## config.mk

```make
export PLATFORM = sky130hd
export DESIGN_NAME = modem_host_regs
export DESIGN_NICKNAME = d
export VERILOG_FILES = /design/src/rtl/modem_host_regs.sv
export SDC_FILE = /design/constraint.sdc
export NUM_CORES = 1
export LEC_CHECK = 0
export ABC_AREA = 1
export BUFFER_PORTS_ARGS = -buffer_cell sky130_fd_sc_hd__buf_2
export CAP_MARGIN = 20
export CORE_AREA = 10 10 153 155
export DETAILED_ROUTE_END_ITERATION = 8
export DIE_AREA = 0 0 163 165
export PLACE_DENSITY_LB_ADDON = 0.2
export REMOVE_ABC_BUFFERS = 1
export SLEW_MARGIN = 20
export SYNTH_ARGS = -nofsm -noshare
export SYNTH_HDL_FRONTEND = slang
export SYNTH_SLANG_ARGS = --single-unit
```

## constraint.sdc

```tcl
create_clock -name clk -period 5.8 [get_ports clk]
set_input_delay 0.87 -clock clk [delete_from_list [all_inputs] [get_ports clk]]
set_output_delay 0.87 -clock clk [all_outputs]
set_load 0.01 [all_outputs]
```

## src/rtl/modem_host_regs.sv

```systemverilog
`timescale 1ns/1ps
module modem_host_regs #(
  parameter int W      = 8,
  parameter int DEPTH  = 12,
  parameter int RXF_AT = 9,
  parameter int TXE_AT = 3
) (
  input  logic         clk,
  input  logic         rst_n,
  input  logic         host_addr,
  input  logic         host_rd_n,
  input  logic         host_wr_n,
  input  logic [W-1:0] host_wdata,
  output logic [W-1:0] host_rdata,
  output logic         irq,
  output logic         tx_avail,
  output logic [W-1:0] tx_data,
  input  logic         tx_pop,
  input  logic         rx_push,
  input  logic [W-1:0] rx_data,
  input  logic         evt_in,
  output logic         esc_req
);
  localparam int CW = $clog2(DEPTH + 1);
  localparam int PW = $clog2(DEPTH);
  localparam logic [CW-1:0] FULL   = CW'(DEPTH);
  localparam logic [CW-1:0] HI_LVL = CW'(RXF_AT);
  localparam logic [CW-1:0] LO_LVL = CW'(TXE_AT);
  localparam logic [PW-1:0] LAST   = PW'(DEPTH - 1);

  logic rd_q, wr_q;
  wire rd_go = !host_rd_n && host_wr_n && rd_q;
  wire wr_go = !host_wr_n && host_rd_n && wr_q;
  wire d_rd  = rd_go && !host_addr;
  wire d_wr  = wr_go && !host_addr;
  wire s_rd  = rd_go && host_addr;
  wire s_wr  = wr_go && host_addr;
  wire unused_wbits = ^{host_wdata[5], host_wdata[3], host_wdata[0]};

  logic [W-1:0]  tx_mem [DEPTH];
  logic [PW-1:0] tx_wp, tx_rp;
  logic [CW-1:0] tx_cnt;
  wire tx_in  = d_wr && (tx_cnt != FULL);
  wire tx_out = tx_pop && (tx_cnt != '0);

  logic [W-1:0]  rx_mem [DEPTH];
  logic [PW-1:0] rx_wp, rx_rp;
  logic [CW-1:0] rx_cnt;
  wire rx_in  = rx_push && (rx_cnt != FULL);
  wire rx_out = d_rd && (rx_cnt != '0);

  always_ff @(posedge clk) begin
    if (tx_in) tx_mem[tx_wp] <= host_wdata;
    if (rx_in) rx_mem[rx_wp] <= rx_data;
  end

  always_ff @(posedge clk or negedge rst_n) begin
    if (!rst_n) begin
      tx_wp <= '0; tx_rp <= '0; tx_cnt <= '0;
      rx_wp <= '0; rx_rp <= '0; rx_cnt <= '0;
      rd_q <= 1'b1; wr_q <= 1'b1;
    end else begin
      rd_q <= host_rd_n;
      wr_q <= host_wr_n;
      if (tx_in)  tx_wp <= (tx_wp == LAST) ? '0 : tx_wp + 1'b1;
      if (tx_out) tx_rp <= (tx_rp == LAST) ? '0 : tx_rp + 1'b1;
      tx_cnt <= tx_cnt + CW'(tx_in) - CW'(tx_out);
      if (rx_in)  rx_wp <= (rx_wp == LAST) ? '0 : rx_wp + 1'b1;
      if (rx_out) rx_rp <= (rx_rp == LAST) ? '0 : rx_rp + 1'b1;
      rx_cnt <= rx_cnt + CW'(rx_in) - CW'(rx_out);
    end
  end

  assign tx_avail = (tx_cnt != '0);
  assign tx_data  = tx_mem[tx_rp];

  logic rxf, txe, intm, esc, rts, int_st;
  logic rx_hi_q, tx_lo_q, rxf_q, txe_q, int_q;
  wire rx_hi = (rx_cnt >= HI_LVL);
  wire tx_lo = (tx_cnt <= LO_LVL);
  wire [7:0] status = {rxf, txe, (rx_cnt == '0), intm, int_st, esc, rts, 1'b1};

  always_ff @(posedge clk or negedge rst_n) begin
    if (!rst_n) begin
      rxf <= 1'b0; txe <= 1'b1; intm <= 1'b0; esc <= 1'b0; rts <= 1'b1;
      int_st <= 1'b0; rx_hi_q <= 1'b0; tx_lo_q <= 1'b1;
      rxf_q <= 1'b0; txe_q <= 1'b1; int_q <= 1'b0;
      host_rdata <= '0;
    end else begin
      rx_hi_q <= rx_hi;
      tx_lo_q <= tx_lo;
      rxf_q   <= rxf;
      txe_q   <= txe;
      int_q   <= int_st;
      int_st  <= evt_in;
      if (rx_hi && !rx_hi_q)            rxf <= 1'b1;
      else if (s_wr && !host_wdata[7])  rxf <= 1'b0;
      if (tx_lo && !tx_lo_q)            txe <= 1'b1;
      else if (s_wr && !host_wdata[6])  txe <= 1'b0;
      if (s_wr) begin
        intm <= host_wdata[4];
        esc  <= host_wdata[2];
        rts  <= host_wdata[1];
      end
      if (s_rd)      host_rdata <= status;
      else if (d_rd) host_rdata <= rx_out ? rx_mem[rx_rp] : '0;
    end
  end

  assign irq     = (rxf && !rxf_q) || (txe && !txe_q) || (intm && int_st && !int_q);
  assign esc_req = esc;

  AST_TX_BOUND: assert property (@(posedge clk) disable iff (!rst_n) tx_cnt <= FULL);
  AST_RX_BOUND: assert property (@(posedge clk) disable iff (!rst_n) rx_cnt <= FULL);
  AST_EMPTY_READ: assert property (@(posedge clk) disable iff (!rst_n)
    (d_rd && rx_cnt == '0) |=> (host_rdata == '0));
  AST_RXF_HOLD: assert property (@(posedge clk) disable iff (!rst_n)
    (rxf && !(s_wr && !host_wdata[7])) |=> rxf);
  AST_RXF_IRQ: assert property (@(posedge clk) disable iff (!rst_n) $rose(rxf) |-> irq);
  AST_MASKED: assert property (@(posedge clk) disable iff (!rst_n)
    (!intm && !$rose(rxf) && !$rose(txe)) |-> !irq);
  AST_ESC_HOLD: assert property (@(posedge clk) disable iff (!rst_n)
    !s_wr |=> $stable(esc_req));
endmodule

```

==> reports/results.ini, run 1 <==
[clocking]
post_cts_buffers = 0
cts.clk_slew.worst_paths_ns = 0.06
numCtsBuffers = 24
clk_latency_ns = 0.51
htree_levels = 1
cts_hold_buf = 0
cts.repair.resized = 0
cts_root_buf = clkbuf_16
cts_tree = done
cts_buffer_depth = 3
clkSinkCount = 237

[die]
die_area_um2 = 26900
start_util_pct = 49.9
ios = 43
die_height_um = 165
core_area_um2 = 20200
rows = 52
die_w_um = 163

[setup_path]
cp-start-kind = flip-flop
crit_type = flip-flop to primary output
crit_top_cell = o211ai_1
cp_cell_sequence = inv_1, o211ai_1, o211ai_1, nand3b_1, nand2_1, buf_2
endpoint_kind = primary output
cp.required_ns = 4.93
rr_worst_depth = 11
cp.arrival_ns = 2.54
rr_endpoint = rx_cnt[1]
crit_path_max_incr_delay_ns = 0.88
critical_path_buf_inv_count = 2
r2r-start = rx_cnt[1]
slowest_stage = dfrtp_1
cp_max_fo = 23
r2r_setup_slack_ns = 3.28
cp_top_family = flip-flops

[sta]
final_hold_viol_count = 0
min_period_ns = 3.41
hold_slack_ns = 0.352
rsz0062_at_grt = false
maxSlewHeadroom_pct = 29.1
tightest_slew_ns = 1.05
fmax_mhz = 293
finalCritPeriodShare_pct = 58.8
fin_setup_tns_ns = 0
final.setup_skew_ns = 0.0102
finalSetupViolations = 0
final-max-slew-violation-count = 0

[synth]
mappedNetlistArea_um2 = 10100
synth_cell_type_count = 34
synth-compound-area-share_pct = 4.45
ys_ff_latch = 237
ys_seq_area_share_pct = 68.5
synth-edff-count = 192
synth_cells = 895
synth_warnings = 0
synth_simple_gate_area_share_pct = 17.7
synthMuxAreaShare_pct = 0.335
async_reset_ff_share_pct = 19.0
synth_top_family_by_area = simple AND/OR/NAND/NOR gates
synth-xor-area-share_pct = 0.348
synthAdderAreaFrac_pct = 3.13
synthFlopType = edfxtp_1
avgSynthCellArea_um2 = 11.3

[run]
cap_viol_max_count = 0

[drt]
viasPerCell = 5.29
ant_nets = 0
vias = 6499
wire_per_inst_um = 18.0
drtIter0Drc = 530
wirelength_um = 22000
dr.pass1.iters = 5
drc = 0

[place]
port_buffers = 42
dp_hpwl_um = 14200
gp_congestion = 0.832
place_inst = 1184

[power]
leakage_nw = 4.43
ir_worst_vdd_v = 0.000282
pwr_density_cell_nw_per_um2 = 474

[finish]
layout.cells.non_filler = 1228
antenna_cells = 0
drive_gt1_share_pct = 12.2
layout.nets = 988
syn_to_final_growth_pct = 12.4

[grt]
grt_overflow = 0
track_usage_pct = 16.6
grt_max_degree = 55
grt_pass1_wl_um = 35300
antenna_found_initial = 0
grt_pass1_vias = 6324

[status]
status = finished clean

[min_path]
hold_path_class = primary input to asynchronous set/reset pin

[cell families (layout without fill, tap and decap cells)]
family | after synthesis | after routing
muxes | 3 | 3
and+or+nand+nor | 415 | 415
xor gates and xnor gates | 4 | 4
DFF | 237 | 237
buffers and inverters | 132 | 195
adders and majority gates | 24 | 24
AOI/OAI and AO/OA | 80 | 80
[area by class of cell]
type / instances / area [µm²]
fill: 1726 / 8850
clock buffer: 40 / 742
timing repair buffer: 54 / 303
tap: 270 / 338
inverter: 97 / 364
clock inverter: 4 / 23.8
multi-input combinational: 526 / 2650
sequential: 237 / 6900
[stage by stage]
| stage | setup WS (ns) | cell area, µm² | power [mW] | utilization [%] |
|---|---|---|---|---|
| 2_1_floorplan | 2.80 | 9880 | 3.30 | - |
| 3_3_place_gp | 2.91 | 10500 | 3.89 | 52.1 |
| 5_1_grt | 2.20 | 11300 | 5.71 | 56.1 |
| 3_5_place_dp | 2.83 | 10500 | 3.91 | 52.1 |
| 6_report | 2.39 | 11300 | 5.36 | 56.1 |
| 4_1_cts | 2.44 | 11300 | 5.40 | 55.9 |
[report_power, final]
group | total [mW] | switching, mW | internal, mW
combinational | 1.64 | 1.10 | 0.536
sequential | 2.24 | 0.180 | 2.06
clock | 1.48 | 0.608 | 0.870
[per-layer routing]
layer | up-vias | share of wire (%) | GRT usage (%)
met5 | - | 0 | 0
met4 | 0 | 1.9 | 4.80
met3 | 35 | 6.9 | 3.39
met2 | 214 | 42 | 23.5
met1 | 3108 | 49 | 25.1
li1 | 3142 | - | -
[Yosys cell counts, drive strengths merged (6+ instances only)]
cell type    n  share of area, %
nand2      217               8.1
edfxtp     192                57
nand3      114               5.7
inv         89               3.3
o21ai       56               2.8
nor2        51               2.0
dfrtp       39               9.7
buf         28               1.6
ha          22               2.7
nor3        22               1.1
o211ai      11              0.82
clkinv       8              0.30
o22ai        8              0.50
clkbuf       7              0.26
dfstp        6               1.6
nand3b       6              0.45
[worst reg2reg max path, cell delays in order, from the launching register on]
cell and delay (ns):
dfrtp_1 0.42, inv_1 0.09, nand2_1 0.09, o21ai_2 0.42, inv_1 0.24, nor2_1 0.26, inv_1 0.09, nand2_1 0.07
ha_1 0.16, inv_1 0.06, fa_1 0.48, inv_1 0.04
[layout by cell type (no fill, tap or decap), types with 2 or more instances in the layout]
master | Yosys | final
nor2_1 | 48 | 48
nor2_2 | 2 | 2
clkbuf_1 | 7 | 9
dfstp_2 | 6 | 6
xnor2_1 | 3 | 3
nor3_1 | 22 | 15
a21oi_1 | 3 | 3
nand2_1 | 217 | 217
nand3b_1 | 6 | 6
o21ai_1 | 2 | 2
buf_4 | 5 | 13
ha_1 | 22 | 22
fa_1 | 2 | 2
mux2_2 | 3 | 3
nor3b_1 | 2 | 2
dfrtp_1 | 39 | 39
o211ai_1 | 11 | 11
clkbuf_16 | 0 | 25
buf_2 | 21 | 41
inv_2 | 6 | 6
clkinv_2 | 0 | 3
nor3_2 | 0 | 7
o22ai_1 | 8 | 8
nand4_1 | 2 | 2
o21ai_0 | 53 | 53
edfxtp_1 | 192 | 192
nand3_1 | 113 | 113
inv_1 | 83 | 83
clkbuf_8 | 0 | 6
clkinv_1 | 8 | 8
[worst max-delay path by stage]
stage,to,depth (start not counted),start
final,tx_data[6],6,tx_rp[1]
after global routing,tx_data[4],6,tx_rp[1]
after CTS,tx_data[4],6,tx_rp[1]
after detailed placement,tx_mem[2][3],7,host_rd_n
after global placement,tx_mem[10][3],7,host_rd_n
after floorplan,tx_data[3],7,tx_rp[0]
[sequential cells by signal, summed over array words and instances (netlist names), 4 cells and up]
| name | flops |
|---|---|
| tx_mem | 96 |
| tx_rp | 4 |
| rx_mem | 96 |
| rx_cnt | 4 |
| rx_wp | 4 |
| tx_cnt | 4 |
| host_rdata | 8 |
| tx_wp | 4 |
| rx_rp | 4 |
Note: power is estimated with default switching activity, not from simulation.
==> inputs of run 2 (changes only) <==
==> constraint.sdc (replaced) <==
create_clock -name clk -period 3.3 [get_ports clk]
set_input_delay 0.495 -clock clk [delete_from_list [all_inputs] [get_ports clk]]
set_output_delay 0.495 -clock clk [all_outputs]
set_load 0.01 [all_outputs]
==> run 2 against run 1 <==
  * The flow now finishes with violations (negative hold slack)
  * Clock-buffer cell count fell by 2
  * Critical path depth rose by 2
  * Clock skew is 0.00075 ns higher
  * Combinational power increased by 72%
  * Sequential share of layout area fell by 0.55 points
  * Global-route usage decreased by 1.3 points
  * Clock power rose by 85%
  * Routed wire length is 6.3% lower
  * First-iteration DRC count down 22%
  * Register-to-register slack lost 2.5 ns
  * Sequential power up 75%
  * Worst setup slack got worse by 1.8 ns
  * Largest cell class unchanged
  * Highest routed layer unchanged
==> reports/results.ini, run 2 (synthesized netlist as in run 1, its figures left out) <==
[die]
ios = 43  ; unchanged
die_w_um = 163  ; unchanged
start_util_pct = 49.9  ; unchanged
die_height_um = 165  ; unchanged
rows = 52  ; unchanged
core_area_um2 = 20200  ; unchanged
die_area_um2 = 26900  ; unchanged

[sta]
final_hold_viol_count = 7  ; +7
fmax_mhz = 363
finalSetupViolations = 0  ; unchanged
tightest_slew_ns = 0.960  ; -0.0952 ns
final.setup_skew_ns = 0.0110  ; +0.000753 ns
rsz0062_at_grt = false
maxSlewHeadroom_pct = 35.8  ; +6.7 points
min_period_ns = 2.76
final-max-slew-violation-count = 0  ; unchanged
hold_slack_ns = -0.00620  ; -0.358 ns
fin_setup_tns_ns = 0  ; unchanged
postLayoutSetupSlackWorst_ns = 0.545  ; -1.84 ns
finalCritPeriodShare_pct = 83.5

[finish]
layout_commonest_cell = nand2_1
stdcell_area_um2 = 11400  ; +0.92%
final_cell_mix = 217 x nand2_1, 192 x edfxtp_1, 113 x nand3_1
antenna_cells = 0  ; unchanged
layout.nets = 1000  ; +1.2%
fillers = 1706  ; -1.2%
drive_gt1_share_pct = 12.6  ; +0.36 points
syn_to_final_growth_pct = 13.4
top_regs = rx_mem (96), tx_mem (96), host_rdata (8)

[status]
status = finished with violations
violations = negative hold slack

[grt]
track_usage_pct = 15.3  ; -1.3 points
grt_max_degree = 55  ; unchanged
grt_pass1_vias = 6403  ; +1.2%
grt_pass1_wl_um = 33000  ; -6.3%
antenna_found_initial = 0  ; unchanged
grt_overflow = 0  ; unchanged

[clocking]
cts.repair.resized = 0  ; unchanged
cts_root_buf = clkbuf_16
cts_buffer_depth = 3  ; unchanged
numCtsBuffers = 25  ; +4.2%
cts.clk_slew.worst_paths_ns = 0.06  ; about the same
post_cts_buffers = 0  ; unchanged
cts_hold_buf = 0  ; unchanged
clk_latency_ns = 0.50  ; about the same
cts_tree = done
htree_levels = 1  ; unchanged
clkSinkCount = 237  ; unchanged

[place]
place_ws_ns = 0.667  ; -2.16 ns
port_buffers = 42  ; unchanged
dp_hpwl_um = 13300  ; -5.8%
gp_congestion = 0.767  ; -7.8%
dpl_cell_area_um2 = 10600  ; +0.79%

[run]
cap_viol_max_count = 0  ; unchanged

[setup_path]
cp_max_fo = 13  ; -43%
cp-start-kind = flip-flop
cp.arrival_ns = 2.26  ; -0.28 ns
endpoint_kind = primary output
cp.required_ns = 2.80  ; -2.13 ns
r2r_setup_slack_ns = 0.77  ; -2.51 ns
crit_type = flip-flop to primary output

[power]
leakage_nw = 4.51  ; +1.8%
pwr_density_cell_nw_per_um2 = 831  ; +75%
ir_worst_vdd_v = 0.000490  ; +74%

[drt]
drtIter0Drc = 411  ; -22%
viasPerCell = 5.16  ; -2.4%
dr.pass1.iters = 5  ; unchanged
wirelength_um = 20700  ; -6.3%
vias = 6403  ; -1.5%
ant_nets = 0  ; unchanged
drc = 0  ; unchanged
wire_per_inst_um = 16.7  ; -7.2%

[min_path]
hold_path_class = primary input to asynchronous set/reset pin

==> run 2: cell types whose count changed in the layout (fill, tap and decap cells not counted), sizes merged <==
cell / change
clkbuf: -2
bufinv: +1
clkinv: +2
buf: +11
==> run 2: final cells by class <==
class / count / area (µm²) / area share [%]
Multi-Input combinational cell: 526 / 2620 / 22.9
Clock inverter: 7 / 65.1 / 0.570
Clock buffer: 38 / 757 / 6.63
Sequential cell: 237 / 6900 / 60.4
Inverter: 97 / 364 / 3.19
Timing Repair Buffer: 65 / 385 / 3.37
Tap cell: 270 / 338 / 2.96
==> run 2: per-layer routing <==
metal / track usage, % / vias to the layer above / routed length [µm] / share of wire [%]
met2: 24.0 / 146 / 9340 / 45
met1: 21.8 / 3070 / 10000 / 48
li1: - / 3169 / - / -
met4: 3.81 / 0 / 277 / 1.3
met3: 2.36 / 18 / 1030 / 5.0
met5: 0 / - / 0 / 0
==> run 2: where the power goes <==
group          internal [mW]  total (mW)  switching, mW  leakage (nW)
clock network           1.66        2.74           1.08         0.403
registers               3.63        3.92          0.293          2.26
logic                  0.947        2.82           1.88          1.84
==> run 2: path summary, 6_finish.rpt <==
kind	from	to	depth (start not counted)
worst max-delay path	tx_rp[1]	tx_data[7]	8
worst min-delay path	rst_n	tx_cnt[0]	1
worst min register to register	txe	txe_q	0
min in group clk	evt_in	int_st	1
max in group asynchronous	rst_n	esc_req	1
worst max register to register	rx_cnt[1]	rx_cnt[2]	11
==> run 2: metrics by stage <==
stage | util, % | instances | total power, mW
floorplan | - | 860 | 5.80
global placement | 52.5 | 1195 | 6.78
detailed placement | 52.5 | 1195 | 6.84
CTS | 56.6 | 1240 | 9.58
global route | 56.6 | 1240 | 10.1
finish | 56.6 | 1240 | 9.49
==> run 2: critical path, stage by stage (launching register included) <==
cell     delay, ns
dfrtp_1       0.53
buf_4         0.27
nor2_2        0.37
nand3_1       0.12
nand2_1       0.09
nor2_1        0.05
o21ai_0       0.12
nand2_1       0.06
buf_2         0.14
==> inputs of run 3 (changes only) <==
--- a/config.mk
+++ b/config.mk
@@ -5,12 +5,12 @@
 export SDC_FILE = /design/constraint.sdc
 export NUM_CORES = 1
 export LEC_CHECK = 0
-export ABC_AREA = 1
+export ABC_AREA = 0
 export BUFFER_PORTS_ARGS = -buffer_cell sky130_fd_sc_hd__buf_2
 export CAP_MARGIN = 20
-export CORE_AREA = 10 10 153 155
+export CORE_AREA = 10 10 151 153
 export DETAILED_ROUTE_END_ITERATION = 8
-export DIE_AREA = 0 0 163 165
+export DIE_AREA = 0 0 161 163
 export PLACE_DENSITY_LB_ADDON = 0.2
 export REMOVE_ABC_BUFFERS = 1
 export SLEW_MARGIN = 20
==> constraint.sdc (replaced) <==
create_clock -name clk -period 2.73 [get_ports clk]
set_input_delay 0.4095 -clock clk [delete_from_list [all_inputs] [get_ports clk]]
set_output_delay 0.4095 -clock clk [all_outputs]
set_load 0.01 [all_outputs]
==> run 3 against run 2 <==
  * The run now ends clean
  * Clock skew increased by 0.0093 ns
  * Sequential share of layout area increased by 1.2 points
  * Critical path depth increased by 2
  * Synthesized cell count decreased by 39%
  * Global-route usage decreased by 0.80 points
  * Core utilization decreased by 0.40 points
  * Routed wire length decreased by 9.7%
  * Worst setup slack got worse by 0.42 ns
  * Combinational power increased by 9.2%
==> reports/results.ini, run 3 <==
[synth]
synth_commonest_cells = 192 x edfxtp_1, 48 x mux4_2, 39 x dfrtp_1
synth_cell_type_count = 46  ; +35%
synth_top_family_by_area = multiplexers
synthMuxAreaShare_pct = 15.0  ; +15 points
synth_top_area_cell = edfxtp_1
synth_cells = 548  ; -39%
ys_ff_latch = 237  ; unchanged
synth-compound-area-share_pct = 3.19  ; -1.3 points
synth-edff-count = 192  ; unchanged
synth_warnings = 0  ; unchanged
synthFlopType = edfxtp_1
synth_top_area_share_pct = 58.8  ; +1.6 points
mappedNetlistArea_um2 = 9800  ; -2.7%
async_reset_ff_share_pct = 19.0  ; unchanged
avgSynthCellArea_um2 = 17.9  ; +59%
synthAdderAreaFrac_pct = 3.22  ; +0.086 points
synth.area.top_cells = edfxtp_1 59%, mux4_2 11%, dfrtp_1 10%, mux2_2 3.3%, ha_1 2.8%
synth_simple_gate_area_share_pct = 5.44  ; -12 points
yosys.cell_count.top_type = edfxtp_1
ys_seq_area_share_pct = 70.4  ; +1.9 points
synth-xor-area-share_pct = 0.447  ; +0.099 points

[place]
place_inst = 846  ; -29%
dp_hpwl_um = 12100  ; -9.2%
place_ws_ns = 0.118  ; -0.549 ns
dpl_cell_area_um2 = 10300  ; -2.5%
port_buffers = 42  ; unchanged
gp_congestion = 0.791  ; +3.2%

[drt]
viasPerCell = 5.48  ; +6.1%
drc = 0  ; unchanged
wirelength_um = 18700  ; -9.7%
drtIter0Drc = 297  ; -28%
ant_nets = 0  ; unchanged
dr.pass1.iters = 6  ; +1
vias = 4888  ; -24%
wire_per_inst_um = 20.9  ; +26%

[clocking]
clk_latency_ns = 0.52  ; +0.02 ns
cts_tree = done
htree_levels = 1  ; unchanged
cts_root_buf = clkbuf_16
clkSinkCount = 237  ; unchanged
cts.clk_slew.worst_paths_ns = 0.07  ; about the same
cts_buffer_depth = 3  ; unchanged
numCtsBuffers = 24  ; -4.0%

[sta]
finalSetupViolations = 0  ; unchanged
min_period_ns = 2.61
fin_setup_tns_ns = 0  ; unchanged
final_hold_viol_count = 0  ; -7
fmax_mhz = 383
hold_slack_ns = 0.0428  ; +0.0490 ns
final-max-slew-violation-count = 0  ; unchanged
final.setup_skew_ns = 0.0202  ; +0.00926 ns
tightest_slew_ns = 0.752  ; -0.208 ns
rsz0062_at_grt = false
maxSlewHeadroom_pct = 49.9  ; +14 points
finalCritPeriodShare_pct = 95.6
postLayoutSetupSlackWorst_ns = 0.121  ; -0.424 ns

[die]
core_area_um2 = 19900  ; -1.3%
die_height_um = 163  ; -1.2%
die_area_um2 = 26200  ; -2.4%
rows = 52  ; unchanged
die_w_um = 161  ; -1.2%
ios = 43  ; unchanged
start_util_pct = 49.2  ; -0.70 points

[min_path]
hold_path_startpoint = host_wr_n
min_to = wr_q
hold_path_class = primary input to flip-flop
hold_path_depth = 1

[finish]
drive_gt1_share_pct = 28.3  ; +16 points
syn_to_final_growth_pct = 14.3
layout_commonest_cell = edfxtp_1
layout.cells.non_filler = 892  ; -28%
multiInputGateArea_um2 = 2680  ; +2.4%
layout.nets = 652  ; -35%
antenna_cells = 0  ; unchanged
final_cell_mix = 192 x edfxtp_1, 48 x mux4_2, 41 x buf_2
top_regs = rx_mem (96), tx_mem (96), host_rdata (8)
finish.utilization_pct = 56.2  ; -0.40 points
stdcell_area_um2 = 11200  ; -2.0%
fillers = 1561  ; -8.5%
regArea_um2 = 6900  ; unchanged

[setup_path]
cp-start-kind = flip-flop
r2r_setup_slack_ns = 0.12  ; -0.65 ns
cp_max_fo = 5  ; -8
cp-startpoint = tx_cnt[2]
crit_path_max_incr_delay_ns = 0.49  ; -0.04 ns
r2r-start = tx_cnt[2]
cp.required_ns = 3.13  ; +0.33 ns
rr_worst_depth = 10  ; -1
rr_endpoint = tx_cnt[2]
cp_cell_sequence = inv_1, ha_1, or3b_2, nand2_1, inv_1, ha_1, inv_1, ha_1, fa_1, xor2_1
endpoint_kind = flip-flop
slowest_stage = or3b_2
cp.arrival_ns = 3.01  ; +0.75 ns
crit_type = flip-flop to flip-flop

[status]
status = finished clean

[power]
ir_worst_vdd_v = 0.000664  ; +36%
totalPowerFinal_mw = 11.2  ; +18%
leakage_nw = 4.07  ; -9.7%
pwr_density_cell_nw_per_um2 = 1000  ; +21%

[grt]
grt_pass1_vias = 5269  ; -18%
antenna_found_initial = 0  ; unchanged
grt_max_degree = 46  ; -16%
grt_pass1_wl_um = 30100  ; -8.8%
track_usage_pct = 14.5  ; -0.80 points
grt_overflow = 0  ; unchanged

[run]
cap_viol_max_count = 0  ; unchanged

-- run 3: cell type report --
cell class                 count  share of cell area, %
clock inverter                12                   1.52
timing repair buffer          53                   2.91
tap                          270                   3.02
sequential                   237                   61.6
clock buffer                  32                   5.99
inverter                      31                   1.04
multi-input combinational    257                   23.9
-- run 3: cell families after synthesis --
family          after synthesis
compound gates               46
xor+xnor                      5
fa+ha+maj                    24
buf+inv                      54
flops                       237
mux                          83
simple gates                 99
-- run 3: critical path, delay by kind of cell (launching register included) --
kind	cells	cell delay, ns
XOR/XNOR	1	0.17
flip-flops	1	0.38
AND/OR/NAND/NOR	2	0.68
buffers and inverters	3	0.20
adder cells (fa/ha/maj)	4	1.04
-- run 3: power breakdown --
part           switching (mW)  internal, mW  total [mW]
sequential              0.351          4.38        4.74
combinational            1.57          1.51        3.08
clock                    1.31          2.10        3.41
total                    3.23          8.00        11.2
-- run 3: metal layers --
metal,up-vias,share of wire [%],track usage [%]
met5,-,0,0
met4,0,2.0,3.89
li1,2248,-,-
met3,30,3.7,2.48
met2,99,52,25.5
met1,2511,42,18.1
-- run 3: how the worst max path moves through the flow --
stage | to | cells after the start
floorplan | rx_cnt[2] | 9
global placement | tx_cnt[2] | 10
detailed placement | tx_cnt[2] | 10
CTS | tx_cnt[2] | 10
global route | tx_cnt[2] | 10
finish | tx_cnt[2] | 10
-- run 3: repair_timing --
action | CTS | global route
hold buffers | 1 | 1
endpoints found under the hold margin | 1 | 39
setup buffers | 0 | 0
setup endpoints to repair | 0 | 1
resized for setup | 0 | 1
